File: config.mk
export PLATFORM = sky130hd
export DESIGN_NAME = seg_pin_gate
export DESIGN_NICKNAME = d
export VERILOG_FILES = /design/src/rtl/seg_pin_pkg.sv /design/src/rtl/seg_rst_sync.sv /design/src/rtl/seg_pin_index_bank.sv /design/src/rtl/seg_unit_span_check.sv /design/src/rtl/seg_pin_gate.sv
export SDC_FILE = /design/constraint.sdc
export NUM_CORES = 1
export LEC_CHECK = 0
export BUFFER_PORTS_ARGS = -buffer_cell sky130_fd_sc_hd__buf_2
export CAP_MARGIN = 30
export CORE_MARGIN = 2
export CORE_UTILIZATION = 40
export DETAILED_ROUTE_END_ITERATION = 16
export GPL_ROUTABILITY_DRIVEN = 0
export SYNTH_ARGS = -nofsm -noshare
export SYNTH_HDL_FRONTEND = slang
export SYNTH_SLANG_ARGS = --single-unit
export TNS_END_PERCENT = 20
File: constraint.sdc
create_clock -name clk -period 1.1 [get_ports clk]
set_clock_uncertainty 0.1 [all_clocks]
set_input_delay 0.055 -clock clk [delete_from_list [all_inputs] [get_ports clk]]
set_output_delay 0.055 -clock clk [all_outputs]
set_load 0.005 [all_outputs]
File: src/rtl/seg_pin_pkg.sv
package seg_pin_pkg;
  typedef enum logic [1:0] {
    ACC_READ  = 2'b00,
    ACC_WRITE = 2'b01,
    ACC_EDIT  = 2'b10,
    ACC_NONE  = 2'b11
  } acc_kind_e;

  localparam int unsigned NUM_CLASSES = 3;
endpackage

File: src/rtl/seg_rst_sync.sv
module seg_rst_sync #(
  parameter int unsigned STAGES = 2
) (
  input  logic clk,
  input  logic rst_n,
  output logic rst_sync_n
);
  logic [STAGES-1:0] chain_q;
  logic [STAGES-1:0] chain_d;

  always_comb begin
    chain_d = {chain_q[STAGES-2:0], 1'b1};
  end

  always_ff @(posedge clk or negedge rst_n) begin
    if (!rst_n) chain_q <= '0;
    else        chain_q <= chain_d;
  end

  assign rst_sync_n = chain_q[STAGES-1];
endmodule

File: src/rtl/seg_pin_index_bank.sv
module seg_pin_index_bank
  import seg_pin_pkg::*;
#(
  parameter int unsigned IDX_W = 8
) (
  input  logic                              clk,
  input  logic                              rst_ni,
  input  logic                              val_valid_i,
  input  logic [1:0]                        val_class_i,
  input  logic [IDX_W-1:0]                  val_index_i,
  input  logic                              val_match_i,
  output logic [NUM_CLASSES-1:0][IDX_W-1:0] idx_o
);
  logic [NUM_CLASSES-1:0][IDX_W-1:0] idx_q;
  logic [NUM_CLASSES-1:0][IDX_W-1:0] idx_d;
  logic [NUM_CLASSES-1:0]            load_en;
  logic                              accept;

  assign accept = val_valid_i && val_match_i;

  for (genvar c = 0; c < NUM_CLASSES; c++) begin : g_class
    always_comb begin
      load_en[c] = accept && (val_class_i == 2'(c));
      idx_d[c]   = load_en[c] ? val_index_i : idx_q[c];
    end

    always_ff @(posedge clk or negedge rst_ni) begin
      if (!rst_ni)         idx_q[c] <= '0;
      else if (load_en[c]) idx_q[c] <= idx_d[c];
    end

    // a successful validation loads only its own class
    p_load_own_class_r2: assert property (@(posedge clk) disable iff (!rst_ni)
      (accept && val_class_i == 2'(c)) |=> (idx_q[c] == $past(val_index_i)));
    p_other_class_kept_r11: assert property (@(posedge clk) disable iff (!rst_ni)
      (accept && val_class_i != 2'(c)) |=> $stable(idx_q[c]));
  end

  // nothing changes without an accepted validation
  p_hold_on_fail_r3: assert property (@(posedge clk) disable iff (!rst_ni)
    !accept |=> $stable(idx_q));

  assign idx_o = idx_q;
endmodule

File: src/rtl/seg_unit_span_check.sv
module seg_unit_span_check #(
  parameter int unsigned ADDR_W     = 8,
  parameter int unsigned LEN_W      = 5,
  parameter int unsigned UNIT_BYTES = 16
) (
  input  logic [ADDR_W-1:0] addr_i,
  input  logic [LEN_W-1:0]  len_i,
  output logic              inside_o
);
  localparam int unsigned OFF_W = $clog2(UNIT_BYTES);
  localparam int unsigned EXT_W = ADDR_W + 1;

  logic [EXT_W-1:0] last_addr;
  logic [EXT_W-1:0] unit_end;
  logic             len_zero;

  always_comb begin
    len_zero  = (len_i == '0);
    last_addr = EXT_W'(addr_i) + EXT_W'(len_i) - EXT_W'(1);
    unit_end  = {1'b0, addr_i[ADDR_W-1:OFF_W], {OFF_W{1'b1}}};
    inside_o  = !len_zero && (last_addr <= unit_end);
  end

  // an empty span is never inside a unit
  always_comb begin
    if (len_zero) p_empty_span_outside_r8: assert (!inside_o);
  end
endmodule

File: src/rtl/seg_pin_gate.sv
module seg_pin_gate
  import seg_pin_pkg::*;
#(
  parameter int unsigned IDX_W      = 8,
  parameter int unsigned ADDR_W     = 8,
  parameter int unsigned LEN_W      = 5,
  parameter int unsigned UNIT_BYTES = 16
) (
  input  logic              clk,
  input  logic              rst_n,
  input  logic              val_valid,
  input  logic [1:0]        val_class,
  input  logic [IDX_W-1:0]  val_index,
  input  logic              val_match,
  input  logic              req_valid,
  input  logic [1:0]        req_kind,
  input  logic              ctrl_rd,
  input  logic              ctrl_rd_pin,
  input  logic              ctrl_wr,
  input  logic              ctrl_wr_pin,
  input  logic              ctrl_no_edit,
  input  logic [IDX_W-1:0]  seg_index,
  input  logic [ADDR_W-1:0] req_addr,
  input  logic [LEN_W-1:0]  req_len,
  output logic              decision_valid,
  output logic              grant
);
  logic                              rst_q_n;
  logic [NUM_CLASSES-1:0][IDX_W-1:0] cached_idx;
  logic                              span_inside;
  logic                              allow;
  logic                              grant_d, grant_q;
  logic                              dv_d, dv_q;
  acc_kind_e                         kind;

  seg_rst_sync #(.STAGES(2)) u_rst (
    .clk        (clk),
    .rst_n      (rst_n),
    .rst_sync_n (rst_q_n)
  );

  seg_pin_index_bank #(.IDX_W(IDX_W)) u_bank (
    .clk         (clk),
    .rst_ni      (rst_q_n),
    .val_valid_i (val_valid),
    .val_class_i (val_class),
    .val_index_i (val_index),
    .val_match_i (val_match),
    .idx_o       (cached_idx)
  );

  seg_unit_span_check #(
    .ADDR_W     (ADDR_W),
    .LEN_W      (LEN_W),
    .UNIT_BYTES (UNIT_BYTES)
  ) u_span (
    .addr_i   (req_addr),
    .len_i    (req_len),
    .inside_o (span_inside)
  );

  assign kind = acc_kind_e'(req_kind);

  always_comb begin
    unique case (kind)
      ACC_READ:  allow = ctrl_rd && ctrl_rd_pin && (cached_idx[0] == seg_index);
      ACC_WRITE: allow = ctrl_wr && ctrl_wr_pin && (cached_idx[1] == seg_index);
      ACC_EDIT:  allow = !ctrl_no_edit && span_inside && (cached_idx[2] == seg_index);
      default:   allow = 1'b0;
    endcase
    dv_d    = req_valid;
    grant_d = req_valid && allow;
  end

  always_ff @(posedge clk or negedge rst_q_n) begin
    if (!rst_q_n) begin
      dv_q    <= 1'b0;
      grant_q <= 1'b0;
    end else begin
      dv_q    <= dv_d;
      grant_q <= grant_d;
    end
  end

  assign decision_valid = dv_q;
  assign grant          = grant_q;

  p_idle_no_decision_r1: assert property (@(posedge clk) disable iff (!rst_q_n)
    !req_valid |=> (!decision_valid && !grant));
  p_read_bits_r5: assert property (@(posedge clk) disable iff (!rst_q_n)
    (req_valid && req_kind == 2'b00 && !(ctrl_rd && ctrl_rd_pin)) |=> !grant);
  p_write_bits_r6: assert property (@(posedge clk) disable iff (!rst_q_n)
    (req_valid && req_kind == 2'b01 && !(ctrl_wr && ctrl_wr_pin)) |=> !grant);
  p_edit_lock_r7: assert property (@(posedge clk) disable iff (!rst_q_n)
    (req_valid && req_kind == 2'b10 && (ctrl_no_edit || !span_inside)) |=> !grant);
  p_bad_kind_r9: assert property (@(posedge clk) disable iff (!rst_q_n)
    (req_valid && req_kind == 2'b11) |=> !grant);
endmodule

# Word level (Yosys, flattened, before mapping)
# Cells that the tools add are included.
[word_totals]
in_bits = 43
wordCells = 34
register_bits = 28
[op_classes]
reduce_logical = 17
order_cmp = 1
add_sub_neg = 2
muxes = 1
n_eq_ne = 7
[ops]
columns = ["op", "n"]
rows = [
  ["8-bit == test", 3],
  ["1-bit logical AND", 12],
  ["8-bit by 5-bit adder with 9-bit output", 1],
  ["9-bit by 8-bit less-or-equal comparator with 1-bit output", 1],
  ["9-bit by 1-bit subtractor with 9-bit output (second input constant)", 1],
  ["5-bit logical NOT", 1],
  ["2-bit by 1-bit == test with 1-bit output (second input constant)", 2],
  ["2-bit == test (second input constant)", 2],
  ["2-bit logical NOT", 2],
  ["1-bit case mux with 3 select lines", 1],
  ["1-bit logical NOT", 2],
]

# Logic depth before layout (Yosys ltp)
# Gate-level depths: netlist of the first run.
[depth]
ltp_word = 8
depth_mapped = 16
mapped_depth_nobuf = 16

# By module
# A second synthesis of the first run with hierarchy kept.
[hier_totals]
cells_unflattened = 173
hier_area_um2 = 1906.8
[by_module_without_submodules]
columns = ["module", "area_each_um2", "cells_per_inst", "instances"]
rows = [
  ["seg_pin_index_bank", 954.7, 52, 1],
  ["seg_unit_span_check", 546.8, 79, 1],
  ["seg_pin_gate", 351.6, 39, 1],
  ["seg_rst_sync", 53.8, 3, 1],
]

# Worst setup path before layout of the first run
# No wires, ideal clock.
[synth_timing]
kind = "input to register"
startpoint = "in req_addr[1]"
endpoint = "reg grant_q, in the netlist grant"
arrival_ns = 3.025
stages = 16
t_required_ns = 0.908
setup_slack_ns = -2.117
path_cell_list = "inv_1 -> ha_1 -> inv_1 -> ha_1 -> fa_1 -> a21o_1 -> a21oi_1 -> o21bai_1 -> a21oi_1 -> xnor2_1 -> ha_1 -> and3_1 -> a221oi_1 -> a31oi_1 -> or4_1 -> o31ai_2"
[synth_via]
elab_chain_cells = 8
[synth_lines]
columns = ["element", "line_no", "source"]
rows = [
  ["from (decl)", "seg_pin_gate.sv:23", "input logic [ADDR_W-1:0] req_addr,"],
  ["8-bit by 5-bit adder with 9-bit output", "seg_unit_span_check.sv:19", "last_addr = EXT_W'(addr_i) + EXT_W'(len_i) - EXT_W'(1);"],
  ["9-bit by 1-bit subtractor with 9-bit output", "seg_unit_span_check.sv:19", ""],
  ["9-bit by 8-bit less-or-equal comparator with 1-bit output", "seg_unit_span_check.sv:21", "inside_o = !len_zero && (last_addr <= unit_end);"],
  ["1-bit logical AND", "seg_unit_span_check.sv:21", ""],
  ["1-bit logical AND (2 in series)", "seg_pin_gate.sv:68", "ACC_EDIT: allow = !ctrl_no_edit && span_inside && (cached_idx[2] == seg_index);"],
  ["1-bit case mux with 3 select lines", "seg_pin_gate.sv:65", "unique case (kind)"],
  ["1-bit logical AND", "seg_pin_gate.sv:72", "grant_d = req_valid && allow;"],
  ["named net grant_d", "seg_pin_gate.sv:32", "logic grant_d, grant_q;"],
  ["to (signal assigned)", "seg_pin_gate.sv:81", "grant_q <= grant_d;"],
  ["to (decl)", "seg_pin_gate.sv:32", ""],
]
# The timed path passes the listed nets, and every way through them passes these cells.
# A chain may end at the register's enable or synchronous reset.

# Worst setup path in the final report of the first run
[layout_timing]
startpoint = "in req_len[1]"
endpoint = "reg grant_q, in the netlist grant"
[layout_via]
elab_chain_cells = 8
elab_cells_between_ends = 10
cone_classes = "2 x add/sub; 1 x order compare; 1 x mux; 6 x reduce/logical"
[layout_lines]
columns = ["element", "line_no", "source"]
rows = [
  ["from (decl)", "seg_pin_gate.sv:24", "input logic [LEN_W-1:0] req_len,"],
  ["8-bit by 5-bit adder with 9-bit output", "seg_unit_span_check.sv:19", ""],
  ["9-bit by 1-bit subtractor with 9-bit output", "seg_unit_span_check.sv:19", ""],
  ["9-bit by 8-bit less-or-equal comparator with 1-bit output", "seg_unit_span_check.sv:21", ""],
  ["1-bit logical AND *", "seg_unit_span_check.sv:21", ""],
  ["1-bit logical AND * (2 in series)", "seg_pin_gate.sv:68", ""],
  ["1-bit case mux with 3 select lines *", "seg_pin_gate.sv:65", ""],
  ["1-bit logical AND *", "seg_pin_gate.sv:72", ""],
  ["named net grant_d", "seg_pin_gate.sv:32", ""],
]
# Mark *: on every way through the listed nets, which the timed path passes. The rest lies on a longest branch.

==> summary.txt, run 1 <==
Final layout
  – Post-route cell area: about 2600 um2
  – Final design utilization: 60.25%
  – Area growth, synth to finish: 43.31%
  – Post-layout net count: 323
  – ANT cells: 0
  – Fillers: 370
  – Share of cells above drive strength 1: ~44%

Critical path
  – Req. time, crit path: around 1.2 ns
  – Critical path fanouts, max: 3
  – Worst R2R Setup Slack: -0.81 ns
  – Buf/Inv on CP: 3
  – Slowest cell on the critical path: or4_1
  – Worst Reg-to-Reg Cells: 5
  – Max incr delay on CP: 0.42 ns
  – Top cell family by delay on the critical path: adder cells
  – Worst R2R End: grant$_DFF_PN0_
  – Reg2reg start: u_bank.idx_o[23]$_DFFE_PN0P_
  – Cell chain of the critical path: buf_6, inv_2, ha_4, inv_2, ha_4, fa_2, a21o_1, a21oi_2, o21bai_1, a21oi_1, xnor2_1, ha_1, and3_4, a221oi_2, a31oi_1, or4_1, o31ai_2
  – Critical path type: input pin to flip-flop
  – Worst setup EP type: flip-flop
  – Type of origin of the critical path: input pin
  – CP Data Arrival Time: 2.98 ns

Yosys
  – Yosys Warn Count: 0
  – Syn nets: 230
  – Synthesized flop and latch total: 28
  – Cell taking the most area after synthesis: dfrtp_1
  – Mapped Area: 1843 um2
  – Post-synthesis sequential area ratio: around two fifths
  – Avg Cell Area, Syn: 10.84 um2
  – Top-area cell type share of the netlist area: 38.02%
  – Top cells by area, synth: dfrtp_1 (38%), mux2_2 (12%), ha_1 (11%)
  – Distinct cells, synth: 32
  – Cells after Synth: 170

CTS
  – CTS tree: done
  – Sink Count: 28
  – Clock buffer depth: 2
  – Root buf cell: clkbuf_8
  – CTS H-tree lvls: 1
  – CTS buffer count: 3
  – Clock latency on the worst-skew pair: 0.27 ns
  – Clock-pin transition on the worst setup and hold timing paths: 0.09 ns

Timing
  – Hold Fails Final Rpt: 0
  – Fmax: 345.4 MHz
  – Final worst setup slack: -1.795 ns
  – Setup TNS: -1.795 ns
  – RSZ-0062 raised after global routing: true
  – Final Max Tran Viols: 0
  – Final Critical Period: 2.895 ns
  – Final period utilization: 263.2%
  – Endpoints failing setup: 1

Die
  – Row cnt: 24
  – Initial Util: 42.04%
  – Die Y: 71.88 um
  – Total die area: 5167 um2
  – Core ar.: roughly 4400 um2
  – Die Span X: 71.88 um
  – IO Pins: between 40 and 50

Global routing
  – Antenna violations before repair: 0
  – Total congestion overflow: 0
  – Largest net degree at the start of global routing: 27
  – Vias in the first global route: 1574
  – Total GRT Usage: 17.24%
  – First-pass GRT wire length: 6906 um

Route
  – Initial DRC count: 35
  – Drt total wl: 4215 um
  – Final ANT Viol Nets: 0
  – Routed vias/inst: between 4 and 5
  – Via count: 1496
  – Number of remaining DRC errors: 0
  – WL per Instance: 13.42 um
  – DRT Pass-1 Iters: 4

Run
  – Max-cap viol count: 0

Hold path
  – HP Start: ctrl_no_edit
  – Hold path endpoint: grant$_DFF_PN0_
  – Hold path depth: 5
  – Hold WC Path Type: input pin to flip-flop

Place
  – Placed cell areas: 2421 um2
  – PortBufs: 44
  – Hpwl dp: 3370 um

Pwr
  – Power per cell area: 1246 nW/um2
  – Design Power: between 3 and 4 mW
  – VDD IR-drop max: 0.001130 V
  – Leakage: 1.283 nW

Status
  – Status: finished, violations left
  – Failing checks: negative setup slack
-- cell usage in the layout, fill, tap and decap left out, drive strengths merged --
cell / n
buf: 77
dfrtp: 28
inv: 24
mux2: 24
xnor2: 22
ha: 16
dlygate4sd3: 11
xor2: 7
a21oi: 7
nand3: 6
nand2: 4
a21o: 3
nor2: 3
nand4: 3
clkbuf: 3
nor3: 3
nor4: 3
o21bai: 2
nand4b: 2
o21ai: 2
and3: 2
a211oi: 1
and4b: 1
a221oi: 1
a31oi: 1
or4: 1
o211ai: 1
o31ai: 1
fa: 1
bufinv: 1
conb: 1
-- per-layer routing --
metal	routed length, um	global-route usage [%]
met5	0	0
met4	63	3.774
met3	148	2.813
met2	2102	29.84
met1	1900	22.76
-- cells in the mapped netlist --
| cell type | number |
|---|---|
| o21bai_1 | 2 |
| a31oi_1 | 1 |
| mux2_2 | 19 |
| dfrtp_1 | 28 |
| o31ai_2 | 1 |
| nor3_1 | 2 |
| a21o_1 | 3 |
| inv_1 | 24 |
| nand3_1 | 6 |
| o211ai_1 | 1 |
| o21ai_1 | 1 |
| a221oi_1 | 1 |
| nand4_1 | 3 |
| nor2_1 | 3 |
| fa_1 | 1 |
| conb_1 | 1 |
| xnor2_1 | 22 |
| xor2_1 | 7 |
| nor4_1 | 2 |
| ha_1 | 16 |
| mux2_1 | 5 |
| nand2_1 | 4 |
| nand4b_1 | 2 |
| a21oi_4 | 1 |
| and4b_1 | 1 |
| a211oi_1 | 1 |
| or4_1 | 1 |
| and3_1 | 2 |
| nor3_2 | 1 |
| a21oi_1 | 6 |
| o21ai_0 | 1 |
| nor4_2 | 1 |
-- metrics by stage --
step	std cells	worst slack, ns	hold WS (ns)
after floorplan	170	-1.948	-0.3406
after global placement	299	-2.073	-0.2588
after detailed placement	299	-2.175	-0.2573
after CTS	314	-1.819	0.06380
after global routing	314	-1.966	0.1036
final	314	-1.795	0.06032
-- sequential cells by signal, indices dropped and copies added, names as in the netlist --
signal / cells
u_rst.chain_q: 2
u_bank.idx_o: 24
grant: 1
decision_valid: 1
-- what timing repair did --
action | 4_1_cts | 5_1_grt
hold buffers | 11 | 0
setup endpoints to repair | 1 | 1
buffers inserted | 0 | 0
hold endpoints to repair | 27 | 0
resized for setup | 8 | 0
-- worst max-delay path by stage --
stage,from,endpoint,cells after the start,slack (ns)
final,req_len[1],grant$_DFF_PN0_,17,-1.80
after floorplan,req_addr[1],grant$_DFF_PN0_,16,-1.95
after global placement,req_len[2],grant$_DFF_PN0_,15,-2.07
after detailed placement,req_len[1],grant$_DFF_PN0_,17,-2.18
after CTS,req_len[1],grant$_DFF_PN0_,17,-1.82
after global routing,req_len[2],grant$_DFF_PN0_,15,-1.97
-- report_power, final --
part	total (mW)	internal [mW]	switching, mW	leakage, nW
clock	0.802	0.487	0.315	0.0357
combinational	1.13	0.666	0.466	0.910
sequential	1.36	1.23	0.129	0.337
total	3.29	2.38	0.910	1.28
-- logic make-up after synthesis --
logic type / count (synthesis) / synth area share [%]
simple gates: 28 / 9.097
fa+ha+maj: 17 / 11.95
other cells: 1 / 0.2035
compound gates: 19 / 7.400
mux: 24 / 14.66
xor+xnor: 29 / 13.78
buf+inv: 24 / 4.888
flops: 28 / 38.02
-- worst register-to-register path, delay by kind of cell, from the launching register on --
family	cells	cell delay, ns
flops	1	0.40
xor+xnor	1	0.15
simple gates	3	0.97
compound gates	1	0.21
-- layout make-up --
cell class / instances / area, um2 / area share (%)
tap: 52 / 65.06 / 2.463
clock buffer: 3 / 41.29 / 1.563
timing repair buffer: 88 / 615.6 / 23.31
inverter: 24 / 90.09 / 3.411
clock inverter: 1 / 30.03 / 1.137
multi-input combinational: 118 / 1099 / 41.59
sequential: 28 / 700.7 / 26.53
Power figures use the tool's default switching activity.
==> inputs of run 2 (changes only) <==
CORE_UTILIZATION = 32   (was 40)
==> run 2 against run 1 <==
The flow still finishes with violations (negative setup slack). Flip-flop and latch count did not move. Largest power group unchanged. Total power fell by 5.0%. Non-clock buffer count rose by 1. Global-route usage fell by 4.0 points. Maximum frequency rose by 0.95%. First-iteration DRC count fell by 14%. Hold slack got worse by 0.010 ns. Via count rose by 0.13%. Routed wire length fell by 8.4%. Clock power fell by 19%.
==> summary.txt, run 2 (same netlist as run 1, synthesis figures left out) <==
Critical path
  – Slowest cell on the critical path: or4_1
  – Worst setup EP type: flip-flop
  – Worst R2R Setup Slack: -0.85 ns (-0.04 ns)
  – Critical path fanouts, max: 3 (unchanged)
  – Top cell family by delay on the critical path: adder cells
  – Critical path type: input pin to flip-flop
  – Worst R2R End: grant$_DFF_PN0_
  – Max incr delay on CP: 0.41 ns (about the same)
  – Cell chain of the critical path: buf_6, inv_2, ha_4, inv_2, ha_4, fa_2, a21o_1, a21oi_2, o21bai_1, a21oi_1, xnor2_1, ha_1, and3_4, a221oi_2, a31oi_1, or4_1, o31ai_2
  – Reg2reg start: u_bank.idx_o[23]$_DFFE_PN0P_
  – Req. time, crit path: 1.20 ns (about the same)
  – Type of origin of the critical path: input pin
  – Worst Reg-to-Reg Cells: 6 (+1)
  – Buf/Inv on CP: 3 (unchanged)
  – CP Data Arrival Time: 2.97 ns (about the same)

Global routing
  – Antenna violations before repair: 0 (unchanged)
  – Largest net degree at the start of global routing: 27 (unchanged)
  – First-pass GRT wire length: 6603 um (-4.4%)
  – Total GRT Usage: 13.29% (-4.0 points)
  – Vias in the first global route: 1528 (-2.9%)
  – Total congestion overflow: 0 (unchanged)

Status
  – Failing checks: negative setup slack
  – Status: finished, violations left

Final layout
  – Share of cells above drive strength 1: 43.73% (+0.21 points)
  – Area growth, synth to finish: 44.20%
  – ANT cells: 0 (unchanged)
  – Fillers: 529 (+43%)
  – Max reg flops: 24 (unchanged)
  – Final design utilization: 47.97% (-12 points)
  – Commonest non-fill, non-tap cells in the layout: buf_2 (42), buf_4 (32), dfrtp_1 (28)
  – Post-layout net count: 324 (+0.31%)
  – Commonest non-fill, non-tap cell in the layout: buf_2

Timing
  – Endpoints failing setup: 1 (unchanged)
  – Fmax: 348.7 MHz (+0.95%)
  – Final Critical Period: 2.868 ns (-0.02723 ns)
  – Hold Fails Final Rpt: 0 (unchanged)
  – Final period utilization: 260.7% (-2.5 points)
  – Final Max Tran Viols: 0 (unchanged)
  – Final worst setup slack: -1.768 ns (+0.02723 ns)
  – RSZ-0062 raised after global routing: true

Hold path
  – HP Start: ctrl_no_edit
  – Hold path endpoint: grant$_DFF_PN0_
  – Hold path depth: 5 (unchanged)
  – Hold WC Path Type: input pin to flip-flop

Die
  – IO Pins: 45 (unchanged)
  – Initial Util: 33.27% (-8.8 points)
  – Row cnt: 27 (+13%)
  – Core ar.: 5540 um2 (+26%)
  – Die Y: 79.89 um (+11%)
  – Total die area: 6382 um2 (+24%)
  – Die Span X: 79.89 um (+11%)

CTS
  – Clock buffer depth: 2 (unchanged)
  – Root buf cell: clkbuf_8
  – Clock latency on the worst-skew pair: 0.28 ns (about the same)
  – CTS buffer count: 3 (unchanged)
  – CTS H-tree lvls: 1 (unchanged)
  – Clock-pin transition on the worst setup and hold timing paths: 0.10 ns (about the same)
  – Sink Count: 28 (unchanged)
  – CTS tree: done

Route
  – Drt total wl: 3862 um (-8.4%)
  – WL per Instance: 11.53 um (-14%)
  – Routed vias/inst: 4.472 (-6.1%)
  – M1 WL: 1826 um (-3.9%)
  – Initial DRC count: 30 (-14%)
  – Via count: 1498 (+0.13%)
  – Final ANT Viol Nets: 0 (unchanged)
  – Highest routed layer: met4
  – Met2 wire len: 1888 um (-10%)
  – DRT Pass-1 Iters: 4 (unchanged)
  – Number of remaining DRC errors: 0 (unchanged)
  – Met3 wire length: 107 um (-28%)

Pwr
  – VDD IR-drop max: 0.0008731 V (-23%)
  – Design Power: 3.126 mW (-5.0%)
  – Leakage: 1.281 nW (-0.17%)
  – Power per cell area: 1176 nW/um2 (-5.6%)

Place
  – Hpwl dp: 3155 um (-6.4%)
  – PortBufs: 44 (unchanged)

Run
  – Max-cap viol count: 0 (unchanged)
[run 2: cell count changes in the layout (fill, tap and decap cells not counted)]
cell and delta:
buf_4 +1, bufinv_16 -1, clkbuf_8 +1
[run 2: worst max path at each step]
stage                startpoint              end  slack (ns)  depth (start not counted)
floorplan           req_addr[1]  grant$_DFF_PN0_       -1.95                         16
global placement     req_len[1]  grant$_DFF_PN0_       -2.07                         17
detailed placement   req_len[1]  grant$_DFF_PN0_       -2.15                         17
CTS                  req_len[1]  grant$_DFF_PN0_       -1.77                         17
global route         req_len[1]  grant$_DFF_PN0_       -1.89                         17
finish               req_len[1]  grant$_DFF_PN0_       -1.77                         17
[run 2: metrics by stage]
stage	instance area (um2)	hold WS, ns	TNS, ns	setup WS [ns]	instances
4_1_cts	2654	0.04845	-1.771	-1.771	335
2_1_floorplan	1863	-0.3406	-1.948	-1.948	170
6_report	2658	0.04996	-1.768	-1.768	335
3_3_place_gp	2454	-0.2595	-2.086	-2.068	320
5_1_grt	2658	0.1043	-1.894	-1.894	335
3_5_place_dp	2454	-0.2570	-2.224	-2.148	320
[run 2: worst reg2reg max path, cell delays in order (launching register included)]
cell and delay (ns):
dfrtp_1 0.40, xor2_1 0.16, nor4_1 0.30, buf_4 0.16, nand3_1 0.06, or4_1 0.49, o31ai_2 0.21
[run 2: final cells by class]
| cell class | count | area (um2) | area share [%] |
|---|---|---|---|
| inverters | 24 | 90.09 | 3.390 |
| multi-input cells | 118 | 1099 | 41.34 |
| well taps | 72 | 90.09 | 3.390 |
| flip-flops and latches | 28 | 700.7 | 26.37 |
| repair buffers | 89 | 623.1 | 23.45 |
| clock buffers | 4 | 55.05 | 2.072 |
[run 2: routing by layer]
layer / track usage [%] / up-vias
li1: - / 772
met1: 17.51 / 696
met2: 22.83 / 25
met3: 1.697 / 5
met4: 3.559 / 0
met5: 0 / -
[run 2: what timing repair did]
action / CTS / global route
buffers inserted: 0 / 0
endpoints found under the setup margin: 1 / 1
resized for setup: 7 / 1
endpoints found under the hold margin: 27 / 0
hold buffers: 11 / 0
[run 2: report_power, final]
part	leakage, nW	internal, mW	switching [mW]
Clock	0.0288	0.321	0.329
Combinational	0.915	0.671	0.446
Sequential	0.337	1.23	0.128
Total	1.28	2.22	0.904
